[src/rtl/auxport_pkg.sv]
package auxport_pkg;

  localparam int NUM_RATES = 3;

  // codes shared by every pin
  localparam logic [2:0] CFG_LOW  = 3'b000;
  localparam logic [2:0] CFG_HIGH = 3'b001;

  // pump pin
  localparam logic [2:0] PUMP_CLK = 3'b010;
  localparam logic [2:0] PUMP_SDO = 3'b011;

  // phase pins
  localparam logic [2:0] PH_PWM   = 3'b010;
  localparam logic [2:0] PH_BLINK = 3'b011;

  // general pins
  localparam logic [2:0] PT_CLK_FAST = 3'b010;
  localparam logic [2:0] PT_CLK_MID  = 3'b011;
  localparam logic [2:0] PT_CLK_SLOW = 3'b100;
  localparam logic [2:0] PT_SDO      = 3'b101;
  localparam logic [2:0] PT_BLINK    = 3'b110;
  localparam logic [2:0] PT_SHDN     = 3'b111;

  // strobes from the timebase to the output datapath
  typedef struct packed {
    logic                 pumpTgl;
    logic [NUM_RATES-1:0] buzTgl;
    logic                 pwmOn;
  } tickBus_t;

endpackage

[src/rtl/auxport_timebase.sv]
module auxport_timebase
  import auxport_pkg::*;
#(
  parameter int PUMP_DIV   = 50,
  parameter int PWM_PERIOD = 400,
  parameter int BUZ_DIV    = 1600
) (
  input  logic       clk,
  input  logic       rstN,
  input  logic [7:0] filDuty,
  output tickBus_t   tick
);

  localparam int PUMP_HALF = PUMP_DIV / 2;
  localparam int BUZ_HALF  = BUZ_DIV / 2;
  localparam int PUMP_W    = $clog2(PUMP_HALF + 1);
  localparam int BUZ_W     = $clog2(BUZ_HALF + 1);
  localparam int PWM_W     = $clog2(PWM_PERIOD + 1);
  localparam int PROD_W    = PWM_W + 9;
  localparam int HIGH_W    = PROD_W - 8;
  localparam int CHAIN_W   = NUM_RATES - 1;

  logic [PUMP_W-1:0]  pumpCnt;
  logic [BUZ_W-1:0]   buzCnt;
  logic [CHAIN_W-1:0] chainCnt;
  logic [PWM_W-1:0]   pwmCnt;
  logic               pumpTerm, buzTerm, pwmTerm;
  logic [NUM_RATES-1:0] buzTglVec;
  logic [PROD_W-1:0]  dutyProd;
  logic [HIGH_W-1:0]  highTime;

  assign pumpTerm = (pumpCnt == PUMP_W'(PUMP_HALF - 1));
  assign buzTerm  = (buzCnt == BUZ_W'(BUZ_HALF - 1));
  assign pwmTerm  = (pwmCnt == PWM_W'(PWM_PERIOD - 1));

  always_ff @(posedge clk or negedge rstN) begin
    if (!rstN) begin
      pumpCnt <= '0;
    end else if (pumpTerm) begin
      pumpCnt <= '0;
    end else begin
      pumpCnt <= pumpCnt + 1'b1;
    end
  end

  always_ff @(posedge clk or negedge rstN) begin
    if (!rstN) begin
      buzCnt   <= '0;
      chainCnt <= '0;
    end else if (buzTerm) begin
      buzCnt   <= '0;
      chainCnt <= chainCnt + 1'b1;
    end else begin
      buzCnt <= buzCnt + 1'b1;
    end
  end

  always_ff @(posedge clk or negedge rstN) begin
    if (!rstN) begin
      pwmCnt <= '0;
    end else if (pwmTerm) begin
      pwmCnt <= '0;
    end else begin
      pwmCnt <= pwmCnt + 1'b1;
    end
  end

  // each slower rate toggles when all lower chain bits are set
  for (genvar k = 0; k < NUM_RATES; k++) begin : g_rate
    if (k == 0) begin : g_base
      assign buzTglVec[k] = buzTerm;
    end else begin : g_chain
      assign buzTglVec[k] = buzTerm & (&chainCnt[k-1:0]);
    end
  end

  assign dutyProd = PROD_W'(filDuty) * PROD_W'(PWM_PERIOD);
  assign highTime = dutyProd[PROD_W-1:8];

  always_comb begin
    tick.pumpTgl = pumpTerm;
    tick.buzTgl  = buzTglVec;
    tick.pwmOn   = (HIGH_W'(pwmCnt) < highTime);
  end

endmodule

[src/rtl/auxport_outmux.sv]
module auxport_outmux
  import auxport_pkg::*;
(
  input  logic           clk,
  input  logic           rstN,
  input  tickBus_t       tick,
  input  logic [2:0]     pumpCfg,
  input  logic [1:0][2:0] phaseCfg,
  input  logic [1:0][2:0] portCfg,
  input  logic           blinkPhase,
  input  logic           shutdown,
  input  logic           sdoIn,
  output logic           pumpOut,
  output logic [1:0]     phaseOut,
  output logic [1:0]     portOut
);

  logic                 pumpClk;
  logic [NUM_RATES-1:0] buzClk;
  logic                 pumpNext;
  logic [1:0]           phaseNext;
  logic [1:0]           portNext;

  always_ff @(posedge clk or negedge rstN) begin
    if (!rstN) begin
      pumpClk <= 1'b0;
    end else if (tick.pumpTgl) begin
      pumpClk <= ~pumpClk;
    end
  end

  for (genvar k = 0; k < NUM_RATES; k++) begin : g_buzClk
    always_ff @(posedge clk or negedge rstN) begin
      if (!rstN) begin
        buzClk[k] <= 1'b0;
      end else if (tick.buzTgl[k]) begin
        buzClk[k] <= ~buzClk[k];
      end
    end
  end

  always_comb begin
    unique case (pumpCfg)
      CFG_HIGH: pumpNext = 1'b1;
      PUMP_CLK: pumpNext = pumpClk;
      PUMP_SDO: pumpNext = sdoIn;
      default:  pumpNext = 1'b0;
    endcase
  end

  for (genvar p = 0; p < 2; p++) begin : g_phase
    // phase pin 2 carries the complement for differential drive
    logic pwmSrc;
    assign pwmSrc = (p == 0) ? tick.pwmOn : ~tick.pwmOn;
    always_comb begin
      unique case (phaseCfg[p])
        CFG_HIGH: phaseNext[p] = 1'b1;
        PH_PWM:   phaseNext[p] = pwmSrc;
        PH_BLINK: phaseNext[p] = blinkPhase;
        default:  phaseNext[p] = 1'b0;
      endcase
    end
  end

  for (genvar p = 0; p < 2; p++) begin : g_port
    always_comb begin
      unique case (portCfg[p])
        CFG_HIGH:    portNext[p] = 1'b1;
        PT_CLK_FAST: portNext[p] = buzClk[0];
        PT_CLK_MID:  portNext[p] = buzClk[1];
        PT_CLK_SLOW: portNext[p] = buzClk[2];
        PT_SDO:      portNext[p] = sdoIn;
        PT_BLINK:    portNext[p] = blinkPhase;
        PT_SHDN:     portNext[p] = shutdown;
        default:     portNext[p] = 1'b0;
      endcase
    end
  end

  always_ff @(posedge clk or negedge rstN) begin
    if (!rstN) begin
      pumpOut  <= 1'b0;
      phaseOut <= '0;
      portOut  <= '0;
    end else begin
      pumpOut  <= pumpNext;
      phaseOut <= phaseNext;
      portOut  <= portNext;
    end
  end

endmodule

[src/rtl/auxport_gen.sv]
module auxport_gen
  import auxport_pkg::*;
#(
  parameter int PUMP_DIV   = 50,
  parameter int PWM_PERIOD = 400,
  parameter int BUZ_DIV    = 1600
) (
  input  logic       clk,
  input  logic       rstN,
  input  logic [2:0] pumpCfg,
  input  logic [2:0] phase1Cfg,
  input  logic [2:0] phase2Cfg,
  input  logic [2:0] port0Cfg,
  input  logic [2:0] port1Cfg,
  input  logic [7:0] filDuty,
  input  logic       blinkPhase,
  input  logic       shutdown,
  input  logic       sdoIn,
  output logic       pumpOut,
  output logic       phase1Out,
  output logic       phase2Out,
  output logic       port0Out,
  output logic       port1Out
);

  tickBus_t   tick;
  logic [1:0] phaseOut;
  logic [1:0] portOut;

  auxport_timebase #(
    .PUMP_DIV  (PUMP_DIV),
    .PWM_PERIOD(PWM_PERIOD),
    .BUZ_DIV   (BUZ_DIV)
  ) timebase_i (
    .clk    (clk),
    .rstN   (rstN),
    .filDuty(filDuty),
    .tick   (tick)
  );

  auxport_outmux outmux_i (
    .clk       (clk),
    .rstN      (rstN),
    .tick      (tick),
    .pumpCfg   (pumpCfg),
    .phaseCfg  ({phase2Cfg, phase1Cfg}),
    .portCfg   ({port1Cfg, port0Cfg}),
    .blinkPhase(blinkPhase),
    .shutdown  (shutdown),
    .sdoIn     (sdoIn),
    .pumpOut   (pumpOut),
    .phaseOut  (phaseOut),
    .portOut   (portOut)
  );

  assign phase1Out = phaseOut[0];
  assign phase2Out = phaseOut[1];
  assign port0Out  = portOut[0];
  assign port1Out  = portOut[1];

endmodule

[config.mk]
export PLATFORM = sky130hd
export DESIGN_NAME = auxport_gen
export DESIGN_NICKNAME = d
export VERILOG_FILES = /design/src/rtl/auxport_pkg.sv /design/src/rtl/auxport_timebase.sv /design/src/rtl/auxport_outmux.sv /design/src/rtl/auxport_gen.sv
export SDC_FILE = /design/constraint.sdc
export NUM_CORES = 1
export LEC_CHECK = 0
export BUFFER_PORTS_ARGS = -buffer_cell sky130_fd_sc_hd__buf_2
export CAP_MARGIN = 20
export CORE_MARGIN = 2
export CORE_UTILIZATION = 62
export CTS_CLUSTER_SIZE = 40
export DETAILED_ROUTE_END_ITERATION = 10
export PLACE_DENSITY_LB_ADDON = 0.12
export SLEW_MARGIN = 10
export SYNTH_ARGS = -nofsm -noshare
export SYNTH_HDL_FRONTEND = slang
export SYNTH_SLANG_ARGS = --single-unit
export TNS_END_PERCENT = 100
[constraint.sdc]
create_clock -name clk -period 2.58 [get_ports clk]
set_input_delay 0.516 -clock clk [delete_from_list [all_inputs] [get_ports clk]]
set_output_delay 0.516 -clock clk [all_outputs]
set_load 0.05 [all_outputs]
==> results of run 1 <==
## report_power, final
group / switching [mW] / internal [mW]
Sequential: 0.00145 / 0.555
Clock: 0.196 / 0.312
Combinational: 0.306 / 0.322
## worst paths after layout
path / startpoint / to / slack (ps)
setup / recovery: filDuty[2] / outmux_i.phaseOut[0] / -970
hold / removal: rstN / timebase_i.pumpCnt[4] / 290
setup reg to reg: timebase_i.pwmCnt[0] / timebase_i.pwmCnt[3] / 630
hold reg to reg: timebase_i.buzCnt[0] / timebase_i.buzCnt[0] / 480
max in group asynchronous: rstN / timebase_i.pwmCnt[4] / 1800
min in group clk: pumpCfg[2] / outmux_i.pumpOut / 370
## routing by layer
layer	GRT usage	vias to the layer above	routed length [um]
li1	-	994	-
met1	0.307	940	2280
met2	0.417	69	2500
met3	0.0743	23	309
met4	0.0740	0	163
met5	0	-	0
## what timing repair did
item | CTS | global route
setup endpoints to repair | 2 | 2
buffers inserted | 3 | 0
resized for setup | 14 | 2
hold endpoints to repair | 0 | 0
pin swaps | 20 | 7
## flip-flops by register name (all words and copies together), names as in the netlist
signal / cells
outmux_i.portOut: 2
timebase_i.chainCnt: 2
timebase_i.pwmCnt: 9
outmux_i.buzClk: 3
timebase_i.buzCnt: 10
timebase_i.pumpCnt: 5
outmux_i.pumpOut: 1
outmux_i.phaseOut: 2
outmux_i.pumpClk: 1
## placed cells by master (no fill, tap or decap), types with 12 or more instances in the layout
master,n
xnor2_1,14
ha_1,32
buf_4,25
nand2_1,15
dfrtp_1,35
inv_1,19
nand3_1,12
buf_2,30
nor2_1,19
xor2_1,12
## area by class of cell
type	instances	share of cell area
inverters	21	0.0250
clock buffers	6	0.0262
repair buffers	57	0.116
clock inverters	2	0.0111
flip-flops and latches	35	0.278
multi-input cells	188	0.525
well taps	48	0.0191
## cell families (layout without fill, tap and decap cells)
group / Yosys count / in the layout / share of synthesized area
AND/OR/NAND/NOR: 74 / 74 / 0.158
adder cells (fa/ha/maj): 44 / 44 / 0.232
AO/OA/AOI/OAI: 40 / 40 / 0.110
flip-flops: 35 / 35 / 0.355
XOR/XNOR: 26 / 26 / 0.0923
buffers and inverters: 23 / 86 / 0.0350
multiplexers: 4 / 4 / 0.0183
## through the flow
| step | worst slack [ps] | cells | TNS (ps) |
|---|---|---|---|
| 3_5_place_dp | -1400 | 346 | -2730 |
| 4_1_cts | -899 | 357 | -1760 |
| 6_report | -967 | 357 | -1900 |
| 3_3_place_gp | -1230 | 346 | -2440 |
| 2_1_floorplan | -995 | 246 | -1960 |
| 5_1_grt | -1140 | 357 | -2210 |
## worst max-delay path, cell delays in order
cell	delay, ps
buf_2	130
ha_4	280
ha_4	190
fa_1	540
ha_4	210
nor2b_4	130
o2111ai_2	170
nand3_2	110
o41ai_2	270
xnor2_1	130
ha_1	330
a221oi_2	260
o31a_1	240
o211ai_1	120
a21oi_1	140
==> flow_summary.json, run 1 <==
{
  "status": "finished, violations left",
  "violations": "negative setup slack",
  "endpoint_kind": "register",
  "num-fill-cells": 202,
  "dr_total_vias": 2026,
  "place.gp.congestion": 0.810,
  "rows": 22,
  "power.leakage_nw": 1.58,
  "relSlewSlack": 0.492,
  "synth_warnings": 0,
  "fin_util": 0.841,
  "period_minus_slack_ps": 3550,
  "arrival_ps": 3760,
  "design_area_sq_mm": 0.00315,
  "htreeDepth": 2,
  "clk_pin_slew_ps": 70,
  "die_w_um": 67.1,
  "avgSynthCellArea_sq_um": 10.0,
  "path_class": "input port to register",
  "grt_max_degree": 36,
  "ctsHoldBuffers": 0,
  "diodes": 0,
  "p_total_mw": 1.69,
  "grt.total_usage": 0.249,
  "firstDrtPassIters": 6,
  "dieArea_sq_mm": 0.00450,
  "routed_wl_mm": 5.25,
  "gr-total-overflow": 0,
  "multiInputGateArea_sq_mm": 0.00165,
  "path_max_fanout": 2,
  "dpl.hpwl_mm": 3.79,
  "ir_drop_mv": 0.482,
  "num-nets-final": 380,
  "cap_violations": 0,
  "r2r_cells": 6,
  "boundaryPins": 33,
  "cts_max_path_buffers": 2,
  "port_buffers": 32,
  "ys.flop_type": "dfrtp_1",
  "synth.most_common_cell": "ha_1",
  "holdWs_ps": 293,
  "dieHeight_um": 67.1,
  "synthCells": 246,
  "area_growth_pct": 27.6,
  "syn_nets": 318,
  "placed_cell_area_sq_mm": 0.00292,
  "wl_per_cell_um": 14.7,
  "core-area_sq_mm": 0.00374,
  "grt_pass1_vias": 1943,
  "route.detailed.drc": 0,
  "drive_above_1_share": 0.294,
  "finalHoldViolations": 0,
  "slew_violations": 0,
  "syn_area_sq_mm": 0.00247,
  "power.density_mw_per_mm2": 538,
  "grt_setup_unrepaired": "yes",
  "ys_seq_area_frac": 0.355,
  "grt_pass1_wl_mm": 8.33,
  "cts_buffers": 5,
  "synthTopCellsByArea": "dfrtp_1 (35%), ha_1 (21%), xnor2_1 (5.0%)",
  "root_buffer": "clkbuf_8",
  "synth_edf_count": 0,
  "clock-sinks": 35,
  "worst_slack_ps": -967,
  "critPathLaunchType": "input port",
  "synthArstFlopShare": 1.00,
  "required_ps": 2800,
  "antenna_left": 0,
  "hp-class": "input port to asynchronous set/reset pin",
  "cts_tree": "yes",
  "fmax_ghz": 0.282,
  "fin_skew_ps": 8.21,
  "synth.top_cells.by_count": "ha_1 (41), dfrtp_1 (35), inv_1 (21), nor2_1 (19), nand2_1 (15)",
  "worst_pin_slew_ps": 762,
  "synth_top_area_cell": "dfrtp_1",
  "yosysTopAreaCellShare": 0.355,
  "synth-seq-cells": 35,
  "antenna_found_initial": 0,
  "start_util": 0.659,
  "drt_iter0_markers": 135,
  "clock_latency_ps": 290,
  "synth_cell_types": 43,
  "finalCritPeriodShare": 1.37,
  "setup_viol": 2,
  "via_per_inst": 5.68,
  "regArea_sq_um": 876
}
Power figures use the tool's default switching activity.
==> run 2: changes to the inputs <==
Settings changed: CORE_UTILIZATION 62 to 60, PLACE_DENSITY_LB_ADDON 0.12 to 0.15, SKIP_LAST_GASP set to 1.
==> run 2 against run 1 <==
Compared with the run above: critical path depth fell by 1; critical path type unchanged; die area rose by 3.1%; utilization decreased by 2.3 points; combinational power rose by 18%; largest cell class unchanged; non-clock buffer count increased by 2; the flow still finishes with violations (negative setup slack); worst setup slack better by 4.7 ps; cell area increased by 3.1%; clock-buffer cell count unchanged; wire length rose by 17%.
==> flow_summary.json, run 2 (synthesis results as in run 1) <==
{
  "start_util": 0.621,
  "fin_skew_ps": 13.7,
  "finalCritPeriodShare": 1.37,
  "status": "finished, violations left",
  "multiInputGateArea_sq_mm": 0.00176,
  "endpoint_kind": "register",
  "routed_wl_mm": 6.14,
  "critPathLaunchType": "input port",
  "grt_pass1_vias": 2047,
  "num-fill-cells": 231,
  "diodes": 0,
  "regArea_sq_um": 876,
  "antenna_found_initial": 0,
  "cts_tree": "yes",
  "power_frac_comb": 0.447,
  "grt_pass1_wl_mm": 8.99,
  "p_total_mw": 1.66,
  "rows": 23,
  "period_minus_slack_ps": 3540,
  "placed_cells": 349,
  "fmax_ghz": 0.282,
  "power.density_mw_per_mm2": 510,
  "grt.total_usage": 0.265,
  "internal-power_mw": 1.12,
  "grt_setup_unrepaired": "yes",
  "cap_violations": 0,
  "via_per_inst": 5.82,
  "mostFrequentLayoutCells": "dfrtp_1 (35), buf_2 (29), ha_1 (28)",
  "cts_buffers": 5,
  "arrival_ps": 3760,
  "boundaryPins": 33,
  "dieHeight_um": 68.1,
  "reg_top3": "timebase_i.buzCnt: 10 flops, timebase_i.pwmCnt: 9 flops, timebase_i.pumpCnt: 5 flops",
  "clock-sinks": 35,
  "clock_latency_ps": 290,
  "gr-total-overflow": 0,
  "design_area_sq_mm": 0.00325,
  "hp-class": "input port to asynchronous set/reset pin",
  "largest_reg_flops": 10,
  "path_class": "input port to register",
  "antenna_left": 0,
  "root_buffer": "clkbuf_8",
  "ir_drop_mv": 0.339,
  "switchingPower_mw": 0.539,
  "clk_pin_slew_ps": 70,
  "drive_above_1_share": 0.317,
  "cp_slowest_stage_delay_ps": 480,
  "required_ps": 2800,
  "drt_iter0_markers": 129,
  "worst_pin_slew_ps": 758,
  "worst_path_most_repeated_cell": "ha_1",
  "path_cells": "buf_8, buf_4, ha_1, ha_4, ha_1, ha_1, buf_4, o31ai_1, a31oi_4, xnor2_2, ha_4, o21ai_4, or4b_4, o22ai_2",
  "grt_max_degree": 36,
  "crit_buf_inv": 3,
  "dpl.hpwl_mm": 3.83,
  "cts_max_path_buffers": 2,
  "route.detailed.drc": 0,
  "final_common_cell": "dfrtp_1",
  "slew_violations": 0,
  "path_max_fanout": 4,
  "switching_share": 0.325,
  "port_buffers": 32,
  "holdWs_ps": 296,
  "worst_slack_ps": -962,
  "power_frac_clock": 0.216,
  "seq_power_share": 0.336,
  "placed_cell_area_sq_mm": 0.00293,
  "area_growth_pct": 31.6,
  "setup_viol": 2,
  "firstDrtPassIters": 4,
  "core-area_sq_mm": 0.00397,
  "wl_per_cell_um": 17.1,
  "finalHoldViolations": 0,
  "dr_total_vias": 2090,
  "crit_family": "adder cells",
  "dieArea_sq_mm": 0.00464,
  "htreeDepth": 2,
  "relSlewSlack": 0.495,
  "crit_slowest_cell": "or4b_4",
  "power.leakage_nw": 1.58,
  "fin_cells": 359,
  "die_w_um": 68.1,
  "num-nets-final": 382,
  "top_register": "timebase_i.buzCnt",
  "violations": "negative setup slack",
  "place.gp.congestion": 0.735
}
==> run 2: changes by cell type in the layout (fill, tap and decap cells not counted), sizes merged <==
cell and delta:
clkinv -1, buf +2, bufinv -1
==> run 2: routing by layer <==
layer	part of all wire	routed length, um	GRT usage
met1	0.41	2510	0.321
met2	0.49	3030	0.444
met3	0.053	323	0.0576
met4	0.046	282	0.133
met5	0	0	0
==> run 2: stage by stage <==
| stage | utilization | TNS (ps) | setup slack (ps) |
|---|---|---|---|
| floorplan | - | -1960 | -995 |
| global placement | 0.737 | -2440 | -1220 |
| detailed placement | 0.737 | -2650 | -1330 |
| CTS | 0.795 | -1700 | -855 |
| global route | 0.818 | -2100 | -1060 |
| finish | 0.818 | -1890 | -962 |
==> run 2: area by class of cell <==
cell class / instances / share of cell area
multi-input cells: 188 / 0.542
flip-flops and latches: 35 / 0.270
repair buffers: 59 / 0.122
inverters: 21 / 0.0243
clock buffers: 6 / 0.0224
well taps: 50 / 0.0193
==> run 2: power groups by stage <==
stage                     clock, mW  combinational, mW  sequential (mW)
after floorplan                   0              0.317            0.593
after global placement            0              0.523            0.567
after detailed placement          0              0.542            0.567
after CTS                     0.359              0.619            0.557
after global routing          0.379              0.793            0.558
final                         0.358              0.741            0.557
==> run 2: worst paths after layout <==
kind,from,to,slack (ps),cells past startpoint
worst max-delay path,filDuty[4],outmux_i.phaseOut[1],-960,14
worst min-delay path,rstN,outmux_i.pumpClk,300,1
worst max register to register,timebase_i.pwmCnt[0],timebase_i.pwmCnt[3],670,6
worst min register to register,timebase_i.pumpCnt[0],timebase_i.pumpCnt[0],490,1
max in group asynchronous,rstN,timebase_i.buzCnt[2],1800,1
min in group clk,phase1Cfg[2],outmux_i.phaseOut[0],380,2
==> run 2: repair_timing <==
action | in CTS | in global routing
endpoints found under the setup margin | 2 | 2
hold buffers | 0 | 0
gates resized for setup | 20 | 15
pin swaps | 21 | 11
gates cloned | 0 | 0
setup buffers | 3 | 2
